==> config.mk <==
export PLATFORM = sky130hd
export DESIGN_NAME = prio_irq_ctrl
export DESIGN_NICKNAME = d
export VERILOG_FILES = /design/src/rtl/irq_pkg.sv /design/src/rtl/irq_rank.sv /design/src/rtl/irq_seq.sv /design/src/rtl/prio_irq_ctrl.sv
export SDC_FILE = /design/constraint.sdc
export NUM_CORES = 1
export LEC_CHECK = 0
export ABC_AREA = 0
export ABC_CLOCK_PERIOD_IN_PS = 9300
export CAP_MARGIN = 10
export CORE_MARGIN = 8
export CORE_UTILIZATION = 35
export CTS_CLUSTER_SIZE = 16
export DETAILED_ROUTE_END_ITERATION = 10
export HOLD_SLACK_MARGIN = 0.02
export PLACE_DENSITY = 0.8
export SYNTH_ARGS = -nofsm -noshare
export SYNTH_HDL_FRONTEND = slang
export SYNTH_SLANG_ARGS = --single-unit
==> constraint.sdc <==
create_clock -name clk -period 9.3 [get_ports clk]
set_clock_uncertainty 0.1 [all_clocks]
set_input_delay 1.395 -clock clk [delete_from_list [all_inputs] [get_ports clk]]
set_output_delay 1.395 -clock clk [all_outputs]
set_load 0.05 [all_outputs]
==> src/rtl/irq_pkg.sv <==
package irq_pkg;
    typedef enum logic [1:0] {
        ST_WATCH = 2'd0,
        ST_GRANT = 2'd1,
        ST_HOLD  = 2'd2
    } irq_state_t;
endpackage

==> src/rtl/irq_rank.sv <==
module irq_rank #(
    parameter int N_SRC  = 4,
    parameter int PRIO_W = 3,
    parameter int VEC_W  = 8
) (
    input  logic [N_SRC-1:0]        req,
    input  logic [N_SRC*PRIO_W-1:0] src_prio,
    input  logic [N_SRC*VEC_W-1:0]  src_vec,
    output logic                    win_valid,
    output logic [PRIO_W-1:0]       win_prio,
    output logic [VEC_W-1:0]        win_vec
);
    // Linear scan; strict compare keeps the lower index on a tie.
    always_comb begin
        win_valid = 1'b0;
        win_prio  = '0;
        win_vec   = '0;
        for (int i = 0; i < N_SRC; i++) begin
            if (req[i] && (!win_valid || src_prio[i*PRIO_W +: PRIO_W] > win_prio)) begin
                win_valid = 1'b1;
                win_prio  = src_prio[i*PRIO_W +: PRIO_W];
                win_vec   = src_vec[i*VEC_W +: VEC_W];
            end
        end
    end
endmodule

==> src/rtl/irq_seq.sv <==
module irq_seq
    import irq_pkg::*;
#(
    parameter int PRIO_W = 3,
    parameter int VEC_W  = 8
) (
    input  logic              clk,
    input  logic              rst_n,
    input  logic              cand_valid,
    input  logic [PRIO_W-1:0] cand_prio,
    input  logic [VEC_W-1:0]  cand_vec,
    input  logic [PRIO_W-1:0] cur_prio,
    input  logic              instr_done,
    input  logic              ack_done,
    output logic              take_irq,
    output logic              in_service,
    output logic [PRIO_W-1:0] irq_prio,
    output logic [VEC_W-1:0]  irq_vec
);
    irq_state_t state, state_nx;
    logic       accept;

    assign accept = instr_done && cand_valid && (cand_prio > cur_prio);

    always_comb begin
        state_nx = state;
        unique case (state)
            ST_WATCH: if (accept)   state_nx = ST_GRANT;
            ST_GRANT:               state_nx = ST_HOLD;
            ST_HOLD:  if (ack_done) state_nx = ST_WATCH;
            default:                state_nx = ST_WATCH;
        endcase
    end

    always_ff @(posedge clk) begin
        if (!rst_n) state <= ST_WATCH;
        else        state <= state_nx;
    end

    // Winner is captured on the accepting edge and held afterwards.
    always_ff @(posedge clk) begin
        if (!rst_n) begin
            irq_prio <= '0;
            irq_vec  <= '0;
        end else if (state == ST_WATCH && accept) begin
            irq_prio <= cand_prio;
            irq_vec  <= cand_vec;
        end
    end

    always_comb begin
        take_irq   = 1'b0;
        in_service = 1'b0;
        unique case (state)
            ST_WATCH: ;
            ST_GRANT: begin
                take_irq   = 1'b1;
                in_service = 1'b1;
            end
            ST_HOLD:  in_service = 1'b1;
            default:  ;
        endcase
    end
endmodule

==> src/rtl/prio_irq_ctrl.sv <==
module prio_irq_ctrl #(
    parameter int             N_SRC    = 4,
    parameter int             PRIO_W   = 3,
    parameter int             VEC_W    = 8,
    parameter int             ADDR_W   = 16,
    parameter logic [15:0]    TBL_BASE = 16'h0100
) (
    input  logic                    clk,
    input  logic                    rst_n,
    input  logic [N_SRC-1:0]        req,
    input  logic [N_SRC*PRIO_W-1:0] src_prio,
    input  logic [N_SRC*VEC_W-1:0]  src_vec,
    input  logic [PRIO_W-1:0]       cur_prio,
    input  logic                    instr_done,
    input  logic                    ack_done,
    output logic                    take_irq,
    output logic                    in_service,
    output logic [VEC_W-1:0]        irq_vec,
    output logic [PRIO_W-1:0]       irq_prio,
    output logic [ADDR_W-1:0]       tbl_addr
);
    localparam int PAD_W = ADDR_W - VEC_W;

    logic              win_valid;
    logic [PRIO_W-1:0] win_prio;
    logic [VEC_W-1:0]  win_vec;
    logic              active;

    irq_rank #(.N_SRC(N_SRC), .PRIO_W(PRIO_W), .VEC_W(VEC_W)) u_rank (
        .req       (req),
        .src_prio  (src_prio),
        .src_vec   (src_vec),
        .win_valid (win_valid),
        .win_prio  (win_prio),
        .win_vec   (win_vec)
    );

    irq_seq #(.PRIO_W(PRIO_W), .VEC_W(VEC_W)) u_seq (
        .clk        (clk),
        .rst_n      (rst_n),
        .cand_valid (win_valid),
        .cand_prio  (win_prio),
        .cand_vec   (win_vec),
        .cur_prio   (cur_prio),
        .instr_done (instr_done),
        .ack_done   (ack_done),
        .take_irq   (take_irq),
        .in_service (in_service),
        .irq_prio   (irq_prio),
        .irq_vec    (irq_vec)
    );

    // Address reads 0 out of reset, table entry once a vector is held.
    assign active   = (irq_vec != '0) || (irq_prio != '0);
    assign tbl_addr = active ? (ADDR_W'(TBL_BASE) + {{PAD_W{1'b0}}, irq_vec}) : '0;
endmodule

Yosys cells after proc, flatten, opt, wreduce, memory -nomap -nowiden:

Index checks and enable logic that the tools add are counted.
Widths: inputs -> output; s select.

* logic and storage cells: 48
* RAM bits: 0
* input port bits: 55
* memories kept: 0
* output and inout bits: 29
* register bits after elaboration: 13
* ROM bits: 0
* latch bits: 0

* bitwise gates (word level): 0
* add/subtract/negate cells: 1
* $lt $le $gt $ge: 4
* reductions and logical operators: 18
* mux-type cells: 18
* shifts and indexed selects: 0
* multiply operators: 0
* eq/ne operators: 4
* divide/modulo/power cells: 0

Operator list (number)
* $mux 8: 4
* $gt 3x3->1: 4
* $mux 3: 4
* $add 9x8->10 const A: 1
* $mux 10: 1
* $reduce_bool 8->1: 1
* $logic_and 1x1->1: 6
* $mux 1: 6
* $pmux 2 s3: 1
* $logic_or 1x1->1: 4
* $mux 2: 2
* $logic_not 1->1: 3
* $reduce_bool 3->1: 1
* $eq 2x1->1 const B: 1
* $eq 2x2->1 const B: 1
* $logic_not 2->1: 1
* $ne 2x1->1 const B: 1
* $ne 2x2->1 const B: 1
* $reduce_and 2->1: 1
* $reduce_or 2->1: 1

Logic depth before layout (Yosys ltp):

* depth in word-level cells: 17
* mapped depth: 29
* depth with buffers taken out: 26

Cells and area by module:

From an unflattened synthesis, not the netlist that was laid out.

* cells, all modules: 228
* area total of the unflattened synthesis: 1681.6 um^2

Modules (own cells, without submodules)
* irq_rank: times used 1, area an instance 910.9 um^2, cells an instance 130, sequential area each 0.0 um^2
* irq_seq: times used 1, area an instance 654.4 um^2, cells an instance 77, sequential area each 260.2 um^2
* prio_irq_ctrl: times used 1, area an instance 116.4 um^2, cells an instance 21, sequential area each 0.0 um^2

Least setup slack after synthesis:

Ideal clock, no wire load.

* path kind: input port to flip-flop
* from: in req[0]
* to: reg u_seq.irq_prio[1]
* data arrival time: 6562 ps
* setup time: 114 ps
* buffers on the path: 3
* setup slack: 2523 ps
* data required time: 9086 ps
* cell stages on the path: 28
* cells stage by stage: buf_6 > and2_1 > ha_1 > and3b_1 > o211ai_1 > and2_1 > buf_6 > a22oi_1 > ha_1 > nor2b_1 > o211ai_1 > a21boi_2 > a41oi_2 > buf_6 > mux2i_1 > inv_1 > ha_1 > nor2b_1 > o21a_1 > o311ai_4 > mux2_2 > ha_1 > nor2b_1 > o21a_1 > o211ai_4 > nor2_4 > a31oi_1 > a21bo_1

* word-level cells in the longest chain between the ends: 16
* elaborated cells on any way between the ends: 24
* classes of those cells: 4 x order compare; 8 x mux; 12 x reduce/logical

Ends and longest elaborated chain
* from (decl): line prio_irq_ctrl.sv:10 `input logic [N_SRC-1:0] req,`
* $mux 3 or $mux 1 (tied branches): line irq_rank.sv:19 `if (req[i] && (!win_valid || src_prio[i*PRIO_W +: PRIO_W] > win_prio)) begin`
* $gt 3x3->1 or $logic_not 1->1 (tied branches): line irq_rank.sv:19
* $logic_or 1x1->1: line irq_rank.sv:19
* $logic_and 1x1->1: line irq_rank.sv:19
* $mux 3 or $mux 1 (tied branches): line irq_rank.sv:19
* $gt 3x3->1 or $logic_not 1->1 (tied branches): line irq_rank.sv:19
* $logic_or 1x1->1: line irq_rank.sv:19
* $logic_and 1x1->1: line irq_rank.sv:19
* $mux 3 or $mux 1 (tied branches): line irq_rank.sv:19
* $gt 3x3->1 or $logic_not 1->1 (tied branches): line irq_rank.sv:19
* $logic_or 1x1->1: line irq_rank.sv:19
* $logic_and 1x1->1: line irq_rank.sv:19
* $mux 3 (*): line irq_rank.sv:19
* named net u_rank.win_prio[1]: line irq_rank.sv:10 `output logic [PRIO_W-1:0] win_prio,`
* $gt 3x3->1: line irq_seq.sv:23 `assign accept = instr_done && cand_valid && (cand_prio > cur_prio);`
* $logic_and 1x1->1: line irq_seq.sv:23
* $logic_and 1x1->1: line irq_seq.sv:45 `end else if (state == ST_WATCH && accept) begin`
* to (signal assigned): line irq_seq.sv:46 `irq_prio <= cand_prio;`
* to (decl): line irq_seq.sv:17 `output logic [PRIO_W-1:0] irq_prio,`

Mark *: on every way through the listed nets, which the timed path passes. The rest lies on a longest branch.
A chain may end at the register's enable or synchronous reset.

Worst setup path after layout:

Ends and elaborated chain as after synthesis.

==> results.txt <==
outcome: completed
Total Nets Final: 294
Yosys warning count: 0
ANT cells: 0
maximum vdd drop: 0.0532 mV
share of post-route cells with drive strength above 1: 6.70%
ys async rst share: 0%
layout overhead on the synthesized area: 53.6%
first-pass GRT wire length: 6770 um
delay-heaviest family, CP: compound AO/OA/AOI/OAI gates
starting density of the core: 35.6%
DR DRC count: 0
Setup WS post-layout: 1.12 ns
CP most frequent cell: ha_1
Final Util: 54.6%
R2R depth: 6
Slew @ Worst Pin: 0.722 ns
clock buffer count from CTS: 3
Via Count: 1422
CTS Hold Bufs: 0
mean post-synth cell area: 8.82 sq um
PostCTS Resize Cnt: 0
routability congestion estimate: 0.766
cell area after synthesis: 1400 sq um
CTS tree: yes
Core Area: 3940 sq um
WL final: 4260 um
Clock Sinks: 13
Finish-stage setup viols: 0
worst skew pair latency: 0.24 ns
WP data arrival: 8.22 ns
crit path time final: 8.18 ns
sequential area share after synthesis: 18.6%
CP max-delay cell: clkdlybuf4s50_1
maximum clock frequency: 122 MHz
CP Capture Point: u_seq.irq_prio[1]
Startpoint Class: input pin
largest net degree at the start of global routing: 15
# port buffers: 76
synthesis-stage register bit count: 13
CP startpoint: req[0]
Post-synth EDFFs: 0
grt ovf: 0
H-tree depth: 1
crit path buf inv count: 2
HP Class: reg -> reg
fin crit share: 87.9%
reg2reg setup slack: 7.61 ns
hold_ws: 0.414 ns
Final Max Slew Viols: 0
drt first pass iters: 4
Antenna Nets Post-Route: 0
vias per cell: 5.19
RSZ-0062 raised after global routing: no
CP max stage delay: 0.65 ns
Root Buffer Master: clkbuf_8
max-cap viol count: 0
Lkg Pwr: 0.911 nW
number of global-route vias before repair: 1452
Die Y: 79.3 um
top_reg_cell synth: dfxtp_1
WP depth: 26
WL per Instance: 15.6 um
initial antenna violation count: 0
dpl cells: 270
io pins: 84
Yosys cell types: 44
Hold Fails Final Rpt: 0
die area: 6290 sq um
Post-CTS Setup Repair Bufs: 0
cell row count: 23
Layout Cells excl Fill: 274
final setup TNS: 0 ns
Power Dens Cells: 152 nW/um^2
CP Class: in -> reg
initial DRC count: 69
worst r2r src: u_seq.state[1]
Data required, critical path: 9.34 ns
DIE WIDTH: 79.3 um
Slew headroom: 51.9%
CP Max Fanout: 14
maximum root-to-sink buffer count: 2
Total GRT Usage: 13.0%
capturing point of the worst reg2reg path: u_seq.irq_prio[1]
Crit. End Element: flop
DP Wirelength: 3670 um
pre-CTS WS: 0.891 ns
Gate Count Post-Synth: 159
Worst-path clk slew: 0.05 ns
## synth_stat cells, types with 3 or more instances
master	instances	area share (%)
buf_6	4	3.2
inv_1	11	2.9
a22oi_1	9	4.8
o21a_1	3	1.6
o22ai_1	8	3.6
nor2_1	5	1.3
a21o_1	3	1.6
nand2_1	5	1.3
buf_4	8	4.3
a22o_1	9	5.6
ha_1	14	12
clkbuf_1	9	2.4
mux2i_1	10	7.1
dfxtp_1	13	19
nand3_1	7	2.5
nor2b_1	4	1.8
and2_1	3	1.3
## stage by stage
step,total power (W),area (sq um)
3_5_place_dp,0.000279,2110
5_1_grt,0.000347,2150
3_3_place_gp,0.000276,2110
2_1_floorplan,0.000223,1430
4_1_cts,0.000330,2150
6_report,0.000328,2150
## worst min path at each step
stage                                 start                end  slack, ns  cells after the start
after floorplan              u_seq.state[1]     u_seq.state[1]       0.39                      2
after global routing      u_seq.irq_prio[2]  u_seq.irq_prio[2]       0.43                      2
after global placement    u_seq.irq_prio[2]  u_seq.irq_prio[2]       0.40                      2
after detailed placement  u_seq.irq_prio[2]  u_seq.irq_prio[2]       0.40                      2
after CTS                 u_seq.irq_prio[2]  u_seq.irq_prio[2]       0.42                      2
final                     u_seq.irq_prio[2]  u_seq.irq_prio[2]       0.41                      2
## cell usage in the layout (no fill, tap or decap), drive strengths merged
| cell type | count |
|---|---|
| clkdlybuf4s50 | 76 |
| ha | 14 |
| dfxtp | 13 |
| inv | 11 |
| mux2i | 10 |
| a22oi | 9 |
| a22o | 9 |
| o22ai | 8 |
| nand3 | 7 |
| conb | 7 |
| nor2 | 6 |
| nand2 | 5 |
| nor2b | 4 |
| clkbuf | 4 |
| o21ai | 4 |
| a21o | 3 |
| and2 | 3 |
| o21a | 3 |
| o211ai | 3 |
| a21boi | 2 |
| o211a | 2 |
| a21oi | 2 |
| nor4 | 2 |
| and3 | 2 |
| nor3 | 2 |
| mux2 | 2 |
| o41ai | 2 |
| and3b | 1 |
| nand2b | 1 |
| or2 | 1 |
| a41oi | 1 |
| nand4b | 1 |
| o311ai | 1 |
| o311a | 1 |
| a31oi | 1 |
| a21bo | 1 |
## metal layers
layer,vias up,wire length (um),track usage [%]
met1,661,1830,15.5
met5,-,0,0
met3,5,261,2.26
met4,0,68,5.56
met2,50,2100,22.3
li1,706,-,-
## power by group
| part | switching (W) | leakage, nW | internal [W] |
|---|---|---|---|
| Sequential | 0.00000665 | 0.106 | 0.0000632 |
| Clock | 0.0000198 | 0.0228 | 0.0000303 |
| Combinational | 0.000122 | 0.783 | 0.0000858 |
## state kept, by name (all words and copies together) (netlist names)
signal          flops
u_seq.irq_prio      3
u_seq.irq_vec       8
u_seq.state         2
## cell type report
class                   instances  area (sq um)
fillers                       377          1790
inverters                      11          41.3
multi-input cells             120           985
well taps                      50          62.6
flip-flops and latches         13           260
clock buffers                   4          45.0
repair buffers                 76           761
## worst register-to-register path: stages, from the launching register on
cell and delay [ns]:
dfxtp_1 0.32, inv_1 0.09, ha_1 0.26, o211ai_4 0.21, and3_1 0.25, a31oi_1 0.14, a21bo_1 0.22
## cell families (layout without fill, tap and decap cells)
group                    after synthesis  in the layout  synth area share (%)
adder cells (fa/ha/maj)               14             14                  12.5
flip-flops                            13             13                  18.6
AO/OA/AOI/OAI                         52             52                  32.7
multiplexers                          12             12                  9.01
AND/OR/NAND/NOR                       35             35                  14.1
other                                  1              7                 0.267
buffers and inverters                 32             91                  12.8
Note: power is estimated with default switching activity, not from simulation.
